`src/rtl/pms_pkg.sv`:
```
package pms_pkg;

   localparam int unsigned MODE_W = 2;

   localparam logic [MODE_W-1:0] CODE_NORMAL = 2'b00;
   localparam logic [MODE_W-1:0] CODE_NOCACHE = 2'b01;
   localparam logic [MODE_W-1:0] CODE_SLEEP = 2'b10;
   localparam logic [MODE_W-1:0] CODE_STOP = 2'b11;

   typedef enum logic [2:0] {
      PM_LOCKWAIT = 3'd0,
      PM_NORMAL   = 3'd1,
      PM_NOCACHE  = 3'd2,
      PM_SLEEP    = 3'd3,
      PM_STOP     = 3'd4
   } pm_state_e;

   function automatic pm_state_e code_to_state(input logic [MODE_W-1:0] code);
      pm_state_e s;
      case (code)
         CODE_NORMAL:  s = PM_NORMAL;
         CODE_NOCACHE: s = PM_NOCACHE;
         CODE_SLEEP:   s = PM_SLEEP;
         default:      s = PM_STOP;
      endcase
      return s;
   endfunction

   function automatic logic [MODE_W-1:0] state_to_code(input pm_state_e s);
      logic [MODE_W-1:0] c;
      case (s)
         PM_NOCACHE: c = CODE_NOCACHE;
         PM_SLEEP:   c = CODE_SLEEP;
         PM_STOP:    c = CODE_STOP;
         default:    c = CODE_NORMAL;
      endcase
      return c;
   endfunction

endpackage

```
`src/rtl/pms_wake_sync.sv`:
```
module pms_wake_sync #(
   parameter int unsigned STAGES = 2
) (
   input  logic clk,
   input  logic rst_n,
   input  logic pin_async,
   output logic pin_sync
);

   if (STAGES < 2) begin : g_bad_stages
      $error("pms_wake_sync: STAGES must be at least 2");
   end

   logic [STAGES-1:0] chain_q;

   always_ff @(posedge clk or negedge rst_n) begin
      if (!rst_n) begin
         chain_q <= '0;
      end else begin
         chain_q <= {chain_q[STAGES-2:0], pin_async};
      end
   end

   assign pin_sync = chain_q[STAGES-1];

endmodule

```
`src/rtl/pms_bus_div.sv`:
```
module pms_bus_div #(
   parameter int unsigned DIV = 2
) (
   input  logic clk,
   input  logic rst_n,
   input  logic run,
   output logic tick
);

   if (DIV < 1) begin : g_bad_div
      $error("pms_bus_div: DIV must be at least 1");
   end

   if (DIV == 1) begin : g_pass
      assign tick = run;
   end else begin : g_count
      localparam int unsigned PH_W = $clog2(DIV);
      localparam logic [PH_W-1:0] PH_LAST = PH_W'(DIV - 1);

      logic [PH_W-1:0] phase_q;

      always_ff @(posedge clk or negedge rst_n) begin
         if (!rst_n) begin
            phase_q <= '0;
         end else if (!run) begin
            phase_q <= '0;
         end else if (phase_q == PH_LAST) begin
            phase_q <= '0;
         end else begin
            phase_q <= phase_q + 1'b1;
         end
      end

      assign tick = run && (phase_q == PH_LAST);


      tick_spacing_chk: assert property (@(posedge clk) disable iff (!rst_n)
         tick |=> !tick);


      first_run_quiet_chk: assert property (@(posedge clk) disable iff (!rst_n)
         !run |=> !tick);
   end

endmodule

```
`src/rtl/pms_mode_fsm.sv`:
```
module pms_mode_fsm
   import pms_pkg::*;
(
   input  logic              clk,
   input  logic              rst_n,
   input  logic              req_we,
   input  logic [MODE_W-1:0] req_mode,
   input  logic              wake_s,
   input  logic              pll_lock,
   output pm_state_e         state
);

   pm_state_e st_q, st_d;

   always_comb begin
      st_d = st_q;
      case (st_q)
         PM_LOCKWAIT: if (pll_lock) st_d = PM_NORMAL;
         PM_NORMAL, PM_NOCACHE: if (req_we) st_d = code_to_state(req_mode);
         PM_SLEEP: if (wake_s) st_d = PM_NORMAL;
         PM_STOP: st_d = PM_STOP;
         default: st_d = PM_LOCKWAIT;
      endcase
   end

   always_ff @(posedge clk or negedge rst_n) begin
      if (!rst_n) begin
         st_q <= PM_LOCKWAIT;
      end else begin
         st_q <= st_d;
      end
   end

   assign state = st_q;


   lock_hold_chk: assert property (@(posedge clk) disable iff (!rst_n)
      (st_q == PM_LOCKWAIT) && !pll_lock |=> st_q == PM_LOCKWAIT);


   write_apply_chk: assert property (@(posedge clk) disable iff (!rst_n)
      ((st_q == PM_NORMAL) || (st_q == PM_NOCACHE)) && req_we
      |=> st_q == code_to_state($past(req_mode)));


   wake_exit_chk: assert property (@(posedge clk) disable iff (!rst_n)
      (st_q == PM_SLEEP) && wake_s |=> st_q == PM_NORMAL);


   stop_latch_chk: assert property (@(posedge clk) disable iff (!rst_n)
      st_q == PM_STOP |=> st_q == PM_STOP);


   sleep_no_write_chk: assert property (@(posedge clk) disable iff (!rst_n)
      (st_q == PM_SLEEP) && !wake_s |=> st_q == PM_SLEEP);

endmodule

```
`src/rtl/pwr_mode_seq.sv`:
```
module pwr_mode_seq #(
   parameter int unsigned SYNC_STAGES = 2,
   parameter int unsigned BUS_DIV     = 2
) (
   input  logic       clk,
   input  logic       rst_n,
   input  logic       req_we,
   input  logic [1:0] req_mode,
   input  logic       wake_pin,
   input  logic       pll_lock,
   output logic       core_clk_en,
   output logic       pll_en,
   output logic       cache_en,
   output logic       bus_clk_en,
   output logic       lock_wait,
   output logic [1:0] mode_stat
);
   import pms_pkg::*;

   logic      wake_s;
   pm_state_e cur;

   pms_wake_sync #(.STAGES(SYNC_STAGES)) u_sync (
      .clk       (clk),
      .rst_n     (rst_n),
      .pin_async (wake_pin),
      .pin_sync  (wake_s)
   );

   pms_mode_fsm u_fsm (
      .clk      (clk),
      .rst_n    (rst_n),
      .req_we   (req_we),
      .req_mode (req_mode),
      .wake_s   (wake_s),
      .pll_lock (pll_lock),
      .state    (cur)
   );

   assign core_clk_en = (cur == PM_NORMAL) || (cur == PM_NOCACHE);
   assign pll_en      = (cur != PM_STOP);
   assign cache_en    = (cur == PM_NORMAL);
   assign lock_wait   = (cur == PM_LOCKWAIT);
   assign mode_stat   = state_to_code(cur);

   pms_bus_div #(.DIV(BUS_DIV)) u_div (
      .clk   (clk),
      .rst_n (rst_n),
      .run   (core_clk_en),
      .tick  (bus_clk_en)
   );


   clk_needs_pll_chk: assert property (@(posedge clk) disable iff (!rst_n)
      core_clk_en |-> pll_en);


   cache_needs_clk_chk: assert property (@(posedge clk) disable iff (!rst_n)
      cache_en |-> core_clk_en);


   bus_gated_chk: assert property (@(posedge clk) disable iff (!rst_n)
      !core_clk_en |-> !bus_clk_en);

endmodule

```
`config.mk`:
```
export PLATFORM = sky130hd
export DESIGN_NAME = pwr_mode_seq
export DESIGN_NICKNAME = d
export VERILOG_FILES = /design/src/rtl/pms_pkg.sv /design/src/rtl/pms_wake_sync.sv /design/src/rtl/pms_bus_div.sv /design/src/rtl/pms_mode_fsm.sv /design/src/rtl/pwr_mode_seq.sv
export SDC_FILE = /design/constraint.sdc
export NUM_CORES = 1
export LEC_CHECK = 0
export BUFFER_PORTS_ARGS = -buffer_cell sky130_fd_sc_hd__buf_2
export CAP_MARGIN = 20
export CORE_AREA = 8 8 45 47
export DETAILED_ROUTE_END_ITERATION = 10
export DIE_AREA = 0 0 53 55
export MAX_ROUTING_LAYER = met4
export PLACE_DENSITY = 0.57
export REMOVE_ABC_BUFFERS = 1
export SYNTH_ARGS = -nofsm -noshare
export SYNTH_HDL_FRONTEND = slang
export SYNTH_HIERARCHICAL = 1
export SYNTH_SLANG_ARGS = --single-unit
```
`constraint.sdc`:
```
create_clock -name clk -period 1.87 [get_ports clk]
set_clock_uncertainty 0.15 [all_clocks]
set_input_delay 0.187 -clock clk [delete_from_list [all_inputs] [get_ports clk]]
set_output_delay 0.187 -clock clk [all_outputs]
set_load 0.01 [all_outputs]
```
Yosys cells after proc, flatten, opt, wreduce, memory -nomap -nowiden --
Index checks and enable logic that the tools add are counted.
Word-level totals: register bits 6, output and inout port bits 7, word-level logic and storage cells 28
Cells by class: add/sub/neg operators 1, equal/unequal tests 10, muxes and demuxes 8, reductions and logical operators 6
Operators by type and width (number):
- 3-bit one-hot mux with 4 select lines | 1
- 3-bit two-way mux | 3
- 3-bit one-hot mux with 3 select lines | 1
- 3-bit by 2-bit == test with 1-bit output (second input constant) | 2
- 2-bit != test (second input constant) | 3
- 2-bit one-hot mux with 3 select lines | 1
- 3-bit by 1-bit == test with 1-bit output (second input constant) | 1
- 3-bit == test (second input constant) | 1
- 3-bit zero test | 1
- 3-bit != test (second input constant) | 1
- 3-bit AND reduction | 1
- 2-bit by 1-bit == test with 1-bit output (second input constant) | 1
- 2-bit == test (second input constant) | 1
- 2-bit zero test | 1
- 1-bit two-way mux | 2
- 2-bit OR reduction | 1
- 1-bit adder (second input constant) | 1
- 1-bit logical AND | 1
- 1-bit logical OR | 1

Longest topological paths before layout --
Gate-level depths: netlist of run 1.
depth in word-level cells 4, mapped depth 5, depth with buffers taken out 5

Cells and area by module --
The synthesis of run 1 kept the hierarchy.
By module, submodules not included:
- pms_mode_fsm | times used 1, cells an instance 24, area each 220.2 µm², sequential area each 75.1 µm²
- pwr_mode_seq | times used 1, cells an instance 9, area each 55.1 µm², sequential area each 0.0 µm²
- pms_wake_sync | times used 1, cells an instance 2, area each 50.0 µm², sequential area each 50.0 µm²
- pms_bus_div | times used 1, cells an instance 3, area each 41.3 µm², sequential area each 25.0 µm²

Worst setup path after synthesis of run 1 --
No wires, ideal clock.
path type reg2out, start reg u_fsm.st_q[1], in the netlist u_fsm/state[1], end out mode_stat[1], arrival 1078 ps, required time 1533 ps, slack 455 ps, stages on the path, launching flop included 3, cell sequence dfrtp_1 > or3b_1 > o21ai_0
Between the ends: longest elaborated chain between the ends 2, elaborated cells on any way between the ends 4, those cells by class 3 x eq/ne; 1 x mux
RTL lines:
- start: declaration | line pms_mode_fsm.sv:13 | pm_state_e st_q, st_d;
- start signal: assignment | line pms_mode_fsm.sv:30 | st_q <= st_d;
- 3-bit == test or 3-bit by 2-bit == test with 1-bit output (tied branches) | line pms_pkg.sv:31 | case (s)
- 2-bit one-hot mux with 3 select lines (*) | line pms_pkg.sv:31
- end: declaration | line pwr_mode_seq.sv:16 | output logic [1:0] mode_stat
Mark *: on every way between the ends. The rest lies on a longest branch, timed or not.

Worst setup path after layout of run 1 --
Same ends and word-level chain as after synthesis.

==> results of run 1 <==
-- path summary, 6_finish.rpt --
check                                            startpoint                              end  slack [ps]  cells past startpoint
max in group asynchronous                             rst_n  u_div/g_count.phase_q$_DFF_PN0_        1290                      2
worst max-delay path             u_fsm/state[1]$_DFFE_PN0P_                     mode_stat[1]         160                      3
min in group asynchronous                             rst_n      u_sync/chain_q[0]$_DFF_PN0_         140                      2
worst min register to register  u_sync/chain_q[0]$_DFF_PN0_      u_sync/chain_q[1]$_DFF_PN0_         190                      0
worst min-delay path                                 req_we       u_fsm/state[2]$_DFFE_PN0P_         120                      3
worst max register to register   u_fsm/state[1]$_DFFE_PN0P_       u_fsm/state[2]$_DFFE_PN0P_         520                      3
-- logic make-up after synthesis --
group,after synthesis
AO/OA/AOI/OAI,9
XOR/XNOR,2
AND/OR/NAND/NOR,13
flip-flops,6
adder cells (fa/ha/maj),3
buffers and inverters,5
-- registers in the layout, summed over array words and instances, names as in the netlist --
signal                 cells
u_fsm/state                3
u_sync/chain_q             2
u_div/g_count.phase_q      1
-- power groups by stage --
stage | logic (mW) | clock network [mW] | registers [mW]
global placement | 0.304 | 0 | 0.233
CTS | 0.309 | 0.122 | 0.234
finish | 0.302 | 0.114 | 0.233
detailed placement | 0.304 | 0 | 0.236
global route | 0.336 | 0.132 | 0.246
floorplan | 0.203 | 0 | 0.221
-- metal layers --
layer / GRT usage / vias to the layer above
met4: 0.02586 / 0
met2: 0.09375 / 13
met5: - / -
met1: 0.05547 / 145
met3: 0.04545 / 0
li1: - / 168
-- Yosys cell counts (all sizes together) (2+ instances only) --
cell	instances	area, um^2
dfrtp	6	150.1
inv	5	18.77
ha	3	37.54
a31oi	2	12.51
and2b	2	17.52
nand2	2	7.510
nor2	2	7.510
o21ai	2	10.01
xnor2	2	17.52
-- area by class of cell --
| type | count | area (um^2) | share of cell area |
|---|---|---|---|
| clock buffer | 3 | 22.52 | 0.04557 |
| tap | 16 | 20.02 | 0.04051 |
| inverter | 5 | 18.77 | 0.03797 |
| timing repair buffer | 15 | 85.08 | 0.1722 |
| sequential | 6 | 150.1 | 0.3038 |
| multi-input combinational | 27 | 197.7 | 0.4000 |
-- worst register-to-register path, stage by stage (launching register included) --
cell and delay (ps):
dfrtp_1 500, and2b_2 270, o2111ai_1 190, o31ai_1 100
==> run summary, run 1 <==
status: complete, no violations
post-synthesis xor/xnor area fraction: 0.04778
post-synthesis mux area share: 0
Synth-to-Final Area Change: 34.81%
GP Congestion: 0.7445
switch share: 0.3854
routed len/inst: 10.13 um
Layout Cells excl Fill: 72
Total Power: 649.1 uW
initial antenna violation count: 0
vias: 326
Post-CTS Setup Bufs: 0
largest family of logic cells by synthesized area: simple AND/OR/NAND/NOR gates
share of cells above drive strength 1: 0.3571
EDFF count, synth: 0
PnR worst setup slack: 162.2 ps
die width: 53 um
most frequent cells in the layout: buf_2 (13), dfrtp_1 (6), inv_1 (5), clkbuf_4 (3), ha_1 (3)
setup tns final: 0 ps
Comb pwr share: 0.466
total number of yosys warnings: 6
DR WL met2: 297 um
dpl cell area: 451.7 um^2
synth unique cells: 21
worst-path cell chain: or3b_1 > o21ai_0 > buf_2
Int Power: 399.0 uW
critical path required time: 1530 ps
Final Hold Viols: 0
met1 wire length: 324 um
Flop pwr share: 0.359
cell area after layout: 494.2 um^2
io pins: 14
number of global-route vias before repair: 332
Tot GR Track Use: 0.06055
VDD IR max: 0.5076 mV
Initial Util: 0.2649
largest net degree at the start of global routing: 13
Crit Path Max Fanout: 12
Clock transition at path regs: 40 ps
TritonRoute pass-1 iters: 3
die area: 2915 um^2
Crit path arrival time: 1370 ps
worst skew pair latency: 240 ps
post-synthesis cell count: 38
relative slew slack: 0.7515
die height: 55 um
DP Cell Count: 67
Slew Viols, Final: 0
post-synthesis simple-gate area fraction: 0.2253
Top Metal Used: met3
# hold bufs at CTS: 2
Avg Vias per Cell: 4.528
Filler cells: 150
most common cell after layout, fill and taps aside: buf_2
crit path capture type: output port
core outline area: 1384 um^2
critical path type: register to output port
Top FF cell, synth: dfrtp_1
WL final: 729 um
top cell family by delay on the critical path: flip-flops
Port Buffer Count: 13
worst slew pin tran: 372.8 ps
Psw: 250.2 uW
clk root buf: clkbuf_4
Synth Register Bits: 6
synthesized area: 366.6 um^2
critical path's slowest cell: dfrtp_1
Setup crit start kind: register
max-cap viol count: 0
post-place setup slack: 409.7 ps
PwrDens: 1313 nW/um^2
Setup violations, final: 0
CTS Buf Count: 3
clock share of power: 0.175
DPL Wire Length: 568.2 um
site row count: 14
Post-route DRC: 0
CTS tree: done
first-pass GRT wire length: 1.235 mm
final period demand of the worst path: 1708 ps
post-layout utilization of the core: 0.3571
PostCTS Resize Cnt: 0
period utilisation layout: 0.9132
DRT iter0 DRCs: 3
Seq/Total Area, Yosys: 0.4096
Ant. Diodes: 0
Synth Area per Inst: 9.647 um^2
nets@finish: 68
smallest hold slack: 123.8 ps
Static Leak: 0.2431 nW
total number of H-tree levels: 1
ys async rst share: 1.000
TritonCTS Sinks: 6
Critical Path Max Stage Delay: 500 ps
met3 wire len: 107 um
RSZ-0062 raised after global routing: false
CTS Buffer Depth: 2
highest clock rate: 0.5856 GHz
worst hold path type: primary input to register
Congestion Overflow GR: 0
Antenna Nets Post-Route: 0
Adder-Cell Fraction of Synth Area: 0.1024
Synth Area in Compound Gates: 0.1638
WP buf/inv: 1
(Power assumes the default switching activity.)
==> run 2: changes to the inputs <==
==> constraint.sdc (replaced) <==
create_clock -name clk -period 1.9 [get_ports clk]
set_clock_uncertainty 0.15 [all_clocks]
set_input_delay 0.19 -clock clk [delete_from_list [all_inputs] [get_ports clk]]
set_output_delay 0.19 -clock clk [all_outputs]
set_load 0.01 [all_outputs]
==> run 2 against run 1 <==
Against the previous run:
- utilization is the same
- clock power shrank 4%
- setup slack gained 33 ps
- hold slack gained 3.8 ps
==> run summary, run 2 (synthesized netlist as in run 1, its figures left out) <==
status: complete, no violations
Setup violations, final: 0 (unchanged)
first-pass GRT wire length: 1.207 mm (-2.3%)
crit path capture type: output port
die area: 2915 um^2 (unchanged)
Critical Path End: mode_stat[1]
site row count: 14 (unchanged)
clk root buf: clkbuf_4
number of flip-flops under the largest register name: 3 (unchanged)
RSZ-0062 raised after global routing: false
Initial Util: 0.2649 (unchanged)
TritonCTS Sinks: 6 (unchanged)
CTS Buffer Depth: 2 (unchanged)
worst-path cell chain: or3b_1 > o21ai_0 > buf_2
Tot GR Track Use: 0.05653 (-0.004025)
PnR worst setup slack: 195.5 ps (+33.24 ps)
number of global-route vias before repair: 308 (-7.2%)
Comb pwr share: 0.465 (about the same)
DRT iter0 DRCs: 0 (-3)
WL final: 741 um (+1.6%)
Crit Path Max Fanout: 12 (unchanged)
Final Hold Viols: 0 (unchanged)
PostCTS Resize Cnt: 0 (unchanged)
period utilisation layout: 0.8971
RR Endpoint: u_fsm/state[2]$_DFFE_PN0P_
switch share: 0.3863 (+0.0009609)
worst reg2reg path depth: 3 (unchanged)
Psw: 247.1 uW (-1.2%)
worst skew pair latency: 230 ps (about the same)
die height: 55 um (unchanged)
total number of H-tree levels: 1 (unchanged)
met2 usage: 0.08789 (-0.005859)
Critical Path Max Stage Delay: 500 ps (about the same)
worst slew pin tran: 369.6 ps (-3.255 ps)
max-cap viol count: 0 (unchanged)
most frequent cells in the layout: buf_2 (13), dfrtp_1 (6), inv_1 (5), clkbuf_4 (3), ha_1 (3)
critical path type: register to output port
Post-route DRC: 0 (unchanged)
Filler cells: 143 (-4.7%)
Clock transition at path regs: 40 ps (about the same)
met3 Usage GRT: 0.04278 (-0.002674)
final period demand of the worst path: 1705 ps
reg2reg start: u_fsm/state[0]$_DFFE_PN0P_
initial antenna violation count: 0 (unchanged)
VDD IR max: 0.7728 mV (+52%)
relative slew slack: 0.7536 (+0.002170)
routed len/inst: 10.29 um (+1.6%)
critical path required time: 1560 ps (+30 ps)
Crit path arrival time: 1360 ps (about the same)
Avg Vias per Cell: 4.431 (-2.1%)
r2r setup slk: 530 ps (about the same)
DPL Wire Length: 571 um (+0.49%)
highest clock rate: 0.5867 GHz
TritonRoute pass-1 iters: 1 (-2)
Synth-to-Final Area Change: 34.81% (unchanged)
Static Leak: 0.2431 nW (unchanged)
Congestion Overflow GR: 0 (unchanged)
most common cell after layout, fill and taps aside: buf_2
core outline area: 1384 um^2 (unchanged)
GP Congestion: 0.7445 (unchanged)
PwrDens: 1294 nW/um^2 (-1.5%)
Int Power: 392.5 uW (-1.6%)
Ant. Diodes: 0 (unchanged)
setup tns final: 0 ps (unchanged)
io pins: 14 (unchanged)
die width: 53 um (unchanged)
Antenna Nets Post-Route: 0 (unchanged)
Worst Setup SP: u_fsm/state[1]$_DFFE_PN0P_
largest net degree at the start of global routing: 13 (unchanged)
clock share of power: 0.172 (-0.003)
CTS Buf Count: 3 (unchanged)
CTS tree: done
Setup crit start kind: register
Hold Path Origin: req_we
met1 usage: 0.05991 (+0.004438)
Port Buffer Count: 13 (unchanged)
GRT Max-Usage Layer: met2
share of cells above drive strength 1: 0.3571 (unchanged)
vias: 319 (-2.1%)
nets@finish: 68 (unchanged)
worst hold path type: primary input to register
Flop pwr share: 0.363 (+0.004)
post-place setup slack: 436.1 ps (+26.38 ps)
Slew Viols, Final: 0 (unchanged)
critical path's slowest cell: dfrtp_1
-- run 2: cell counts in the layout (fill, tap and decap cells not counted) --
No cell type changed its count.
-- run 2: final cells by class --
cell class | count | area (um^2) | share of cell area
flip-flops and latches | 6 | 150.1 | 0.3038
clock buffers | 3 | 22.52 | 0.04557
inverters | 5 | 18.77 | 0.03797
multi-input cells | 27 | 197.7 | 0.4000
well taps | 16 | 20.02 | 0.04051
repair buffers | 15 | 85.08 | 0.1722
-- run 2: worst min-delay path by stage --
stage	endpoint	cells after the start
floorplan	u_div/g_count.phase_q$_DFF_PN0_	0
detailed placement	u_sync/chain_q[0]$_DFF_PN0_	1
CTS	u_fsm/state[2]$_DFFE_PN0P_	3
global placement	u_sync/chain_q[0]$_DFF_PN0_	1
global route	u_fsm/state[2]$_DFFE_PN0P_	3
finish	u_fsm/state[2]$_DFFE_PN0P_	3
-- run 2: power groups by stage --
stage               combinational (mW)  sequential, mW  clock, mW
detailed placement               0.300           0.234          0
CTS                              0.304           0.232      0.118
global placement                 0.299           0.229          0
finish                           0.298           0.232      0.110
global route                     0.328           0.242      0.124
floorplan                        0.199           0.218          0
-- run 2: routing by layer --
layer | vias up | share of wire | routed length (um)
met2 | 11 | 0.40 | 298
met4 | 0 | 0 | 0
li1 | 170 | - | -
met3 | 0 | 0.13 | 99
met1 | 138 | 0.46 | 343
met5 | - | 0 | 0
-- run 2: stage by stage --
step	instances	utilization	hold WS (ps)	instance area, um^2	total power, mW
3_5_place_dp	67	0.3264	-133.1	451.7	0.5338
3_3_place_gp	67	0.3264	-133.1	451.7	0.5284
6_report	72	0.3571	127.6	494.2	0.6396
5_1_grt	72	0.3571	141.5	494.2	0.6943
2_1_floorplan	38	-	-255.6	366.6	0.4170
4_1_cts	72	0.3571	120.4	494.2	0.6533
-- run 2: worst max-delay path, delay by kind of cell, from the launching register on --
kind | cells | cell delay (ps)
AND/OR/NAND/NOR | 1 | 410
AO/OA/AOI/OAI | 1 | 70
buffers and inverters | 1 | 150
flip-flops | 1 | 500
-- run 2: what timing repair did --
item,in CTS,in global routing
setup buffers,0,0
hold endpoints to repair,7,0
endpoints found under the setup margin,0,0
hold buffers,2,0
==> run 3: changes to the inputs <==
--- a/config.mk
+++ b/config.mk
@@ -5,13 +5,14 @@
 export SDC_FILE = /design/constraint.sdc
 export NUM_CORES = 1
 export LEC_CHECK = 0
+export ABC_AREA = 1
 export BUFFER_PORTS_ARGS = -buffer_cell sky130_fd_sc_hd__buf_2
 export CAP_MARGIN = 20
 export CORE_AREA = 8 8 45 47
 export DETAILED_ROUTE_END_ITERATION = 10
 export DIE_AREA = 0 0 53 55
 export MAX_ROUTING_LAYER = met4
-export PLACE_DENSITY = 0.57
+export PLACE_DENSITY = 0.65
 export REMOVE_ABC_BUFFERS = 1
 export SYNTH_ARGS = -nofsm -noshare
 export SYNTH_HDL_FRONTEND = slang
==> run 3 against run 2 <==
Against the previous run:
- power is 28% higher
- critical path depth increased by 3
- sequential power is 3% lower
- largest cell class unchanged
- count of clock-buffer cells in the layout unchanged
- setup slack better by 92 ps
- combinational power is 61% higher
- largest power group unchanged
- highest routed layer unchanged
- utilization up 7.4 points
==> run summary, run 3 <==
status: complete, no violations
CTS Buffer Depth: 2 (unchanged)
die width: 53 um (unchanged)
Critical Path Max Stage Delay: 500 ps (about the same)
number of global-route vias before repair: 390 (+27%)
DPL Wire Length: 757.7 um (+33%)
Port Buffer Count: 13 (unchanged)
Congestion Overflow GR: 0 (unchanged)
EDFF count, synth: 0 (unchanged)
Seq/Total Area, Yosys: 0.3200 (-0.08956)
nets@finish: 98 (+44%)
synthesized area: 469.2 um^2 (+28%)
worst hold path type: primary input to async pin
Top FF cell, synth: dfrtp_1
Crit path arrival time: 1270 ps (-90 ps)
site row count: 14 (unchanged)
post-place setup slack: 544.7 ps (+108.6 ps)
share of cells above drive strength 1: 0.3721 (+0.01495)
total number of yosys warnings: 6 (unchanged)
CTS tree: done
io pins: 14 (unchanged)
Avg Vias per Cell: 4.500 (+1.6%)
share of the synthesized area in the top cell type: 0.3200 (-0.08956)
CTS Buf Count: 3 (unchanged)
crit path capture type: output port
largest net degree at the start of global routing: 10 (-3)
WP buf/inv: 3 (+2)
Antenna Nets Post-Route: 0 (unchanged)
Synth-to-Final Area Change: 27.20%
Setup crit start kind: register
Layout Cells excl Fill: 102 (+42%)
critical path required time: 1560 ps (about the same)
die area: 2915 um^2 (unchanged)
cell taking the most area after synthesis: dfrtp_1
Setup violations, final: 0 (unchanged)
final period demand of the worst path: 1613 ps (-91.53 ps)
PwrDens: 1370 nW/um^2 (+5.9%)
post-synthesis cell count: 68 (+79%)
die height: 55 um (unchanged)
core outline area: 1384 um^2 (unchanged)
Ant. Diodes: 0 (unchanged)
Tot GR Track Use: 0.07066 (+0.01413)
period utilisation layout: 0.8490 (-0.04817)
Slew Viols, Final: 0 (unchanged)
Commonest cells post-synth: inv_1 (13), nand2_1 (13), nand3_1 (9), dfrtp_1 (6), inv_2 (5)
total number of H-tree levels: 1 (unchanged)
critical path's slowest cell: dfrtp_1
vias: 459 (+44%)
Clock transition at path regs: 40 ps (about the same)
WL final: 921 um (+24%)
synth unique cells: 13 (-38%)
worst slew pin tran: 284.2 ps (-85.37 ps)
clk root buf: clkbuf_4
PnR worst setup slack: 287.0 ps (+91.52 ps)
worst-path cell chain: inv_1 > nand3_1 > nand2_1 > nand2_1 > inv_1 > buf_2
DRT iter0 DRCs: 6 (+6)
top cell family by delay on the critical path: flip-flops
TritonRoute pass-1 iters: 2 (+1)
TritonCTS Sinks: 6 (unchanged)
number of flip-flops under the largest register name: 3 (unchanged)
top cells by area, synth: dfrtp_1 (32%), inv_1 (10%), nand2_1 (10%)
Static Leak: 0.3736 nW (+54%)
max-cap viol count: 0 (unchanged)
PostCTS Resize Cnt: 0 (unchanged)
VDD IR max: 0.4444 mV (-43%)
Synth Area per Inst: 6.900 um^2 (-28%)
critical path type: register to output port
relative slew slack: 0.8105 (+0.05692)
Initial Util: 0.3391 (+0.07414)
Post-route DRC: 0 (unchanged)
GP Congestion: 0.7991 (+7.3%)
Final Hold Viols: 0 (unchanged)
most frequent cells in the layout: inv_1 (13), nand2_1 (13), buf_2 (13), nand3_1 (9), dfrtp_1 (6)
setup tns final: 0 ps (unchanged)
initial antenna violation count: 0 (unchanged)
ys async rst share: 1.000 (unchanged)
Crit Path Max Fanout: 9 (-3)
first-pass GRT wire length: 1.497 mm (+24%)
Synth Register Bits: 6 (unchanged)
DP Cell Count: 97 (+45%)
RSZ-0062 raised after global routing: false
highest clock rate: 0.6200 GHz (+5.7%)
worst skew pair latency: 240 ps (about the same)
Post-CTS Setup Bufs: 0 (unchanged)
routed len/inst: 9.029 um (-12%)
[run 3: changes by cell type in the layout (fill, tap and decap cells not counted), moves of 3 or more]
cell     previous run  this run
inv_1               5        13
inv_2               0         5
nand2_1             2        13
nand2_2             0         3
nand3_1             1         9
nand3_2             0         4
nor2_2              0         4
[run 3: cell families (layout without fill, tap and decap cells)]
group | count (synthesis) | in the layout | synth area share
flops | 6 | 6 | 0.3200
simple gates | 39 | 39 | 0.4347
compound gates | 2 | 2 | 0.02133
fa+ha+maj | 3 | 3 | 0.08001
buf+inv | 18 | 36 | 0.1440
[run 3: area by class of cell]
cell class	instances	area (um^2)
clock buffers	3	22.52
fillers	152	787.0
inverters	18	67.56
multi-input cells	44	251.5
flip-flops and latches	6	150.1
well taps	16	20.02
repair buffers	15	85.08
[run 3: power breakdown]
| part | internal (mW) | switching, mW |
|---|---|---|
| clock network | 0.0712 | 0.0425 |
| registers | 0.165 | 0.0598 |
| logic | 0.186 | 0.294 |
[run 3: through the flow]
step,power (mW),hold WS [ps],util,cell area (um^2)
finish,0.8177,143.4,0.4313,596.8
global route,0.9143,139.4,0.4313,596.8
CTS,0.8329,143.9,0.4313,596.8
detailed placement,0.7107,-134.7,0.4005,554.3
global placement,0.6998,-136.2,0.4005,554.3
floorplan,0.5706,-255.6,-,469.2
[run 3: timing repair]
item,CTS,global route
hold endpoints to repair,7,0
endpoints found under the setup margin,0,0
hold buffers,2,0
[run 3: path summary, 6_finish.rpt]
| check | startpoint | to | slack (ps) | depth (start not counted) |
|---|---|---|---|---|
| worst max-delay path | u_fsm/state[0]$_DFFE_PN0P_ | bus_clk_en | 290 | 6 |
| worst min-delay path | rst_n | u_div/g_count.phase_q$_DFF_PN0_ | 140 | 2 |
| worst min register to register | u_sync/chain_q[0]$_DFF_PN0_ | u_sync/chain_q[1]$_DFF_PN0_ | 200 | 0 |
| worst max register to register | u_fsm/state[1]$_DFFE_PN0P_ | u_fsm/state[0]$_DFFE_PN0P_ | 610 | 7 |
| min in group clk | req_we | u_fsm/state[0]$_DFFE_PN0P_ | 170 | 5 |
| max in group asynchronous | rst_n | u_sync/chain_q[0]$_DFF_PN0_ | 1320 | 2 |
[run 3: per-layer routing]
| layer | global-route usage | part of all wire | vias to the layer above |
|---|---|---|---|
| li1 | - | - | 245 |
| met5 | - | 0 | - |
| met2 | 0.1113 | 0.48 | 11 |
| met4 | 0.02586 | 0 | 0 |
| met1 | 0.07527 | 0.45 | 203 |
| met3 | 0.03476 | 0.072 | 0 |
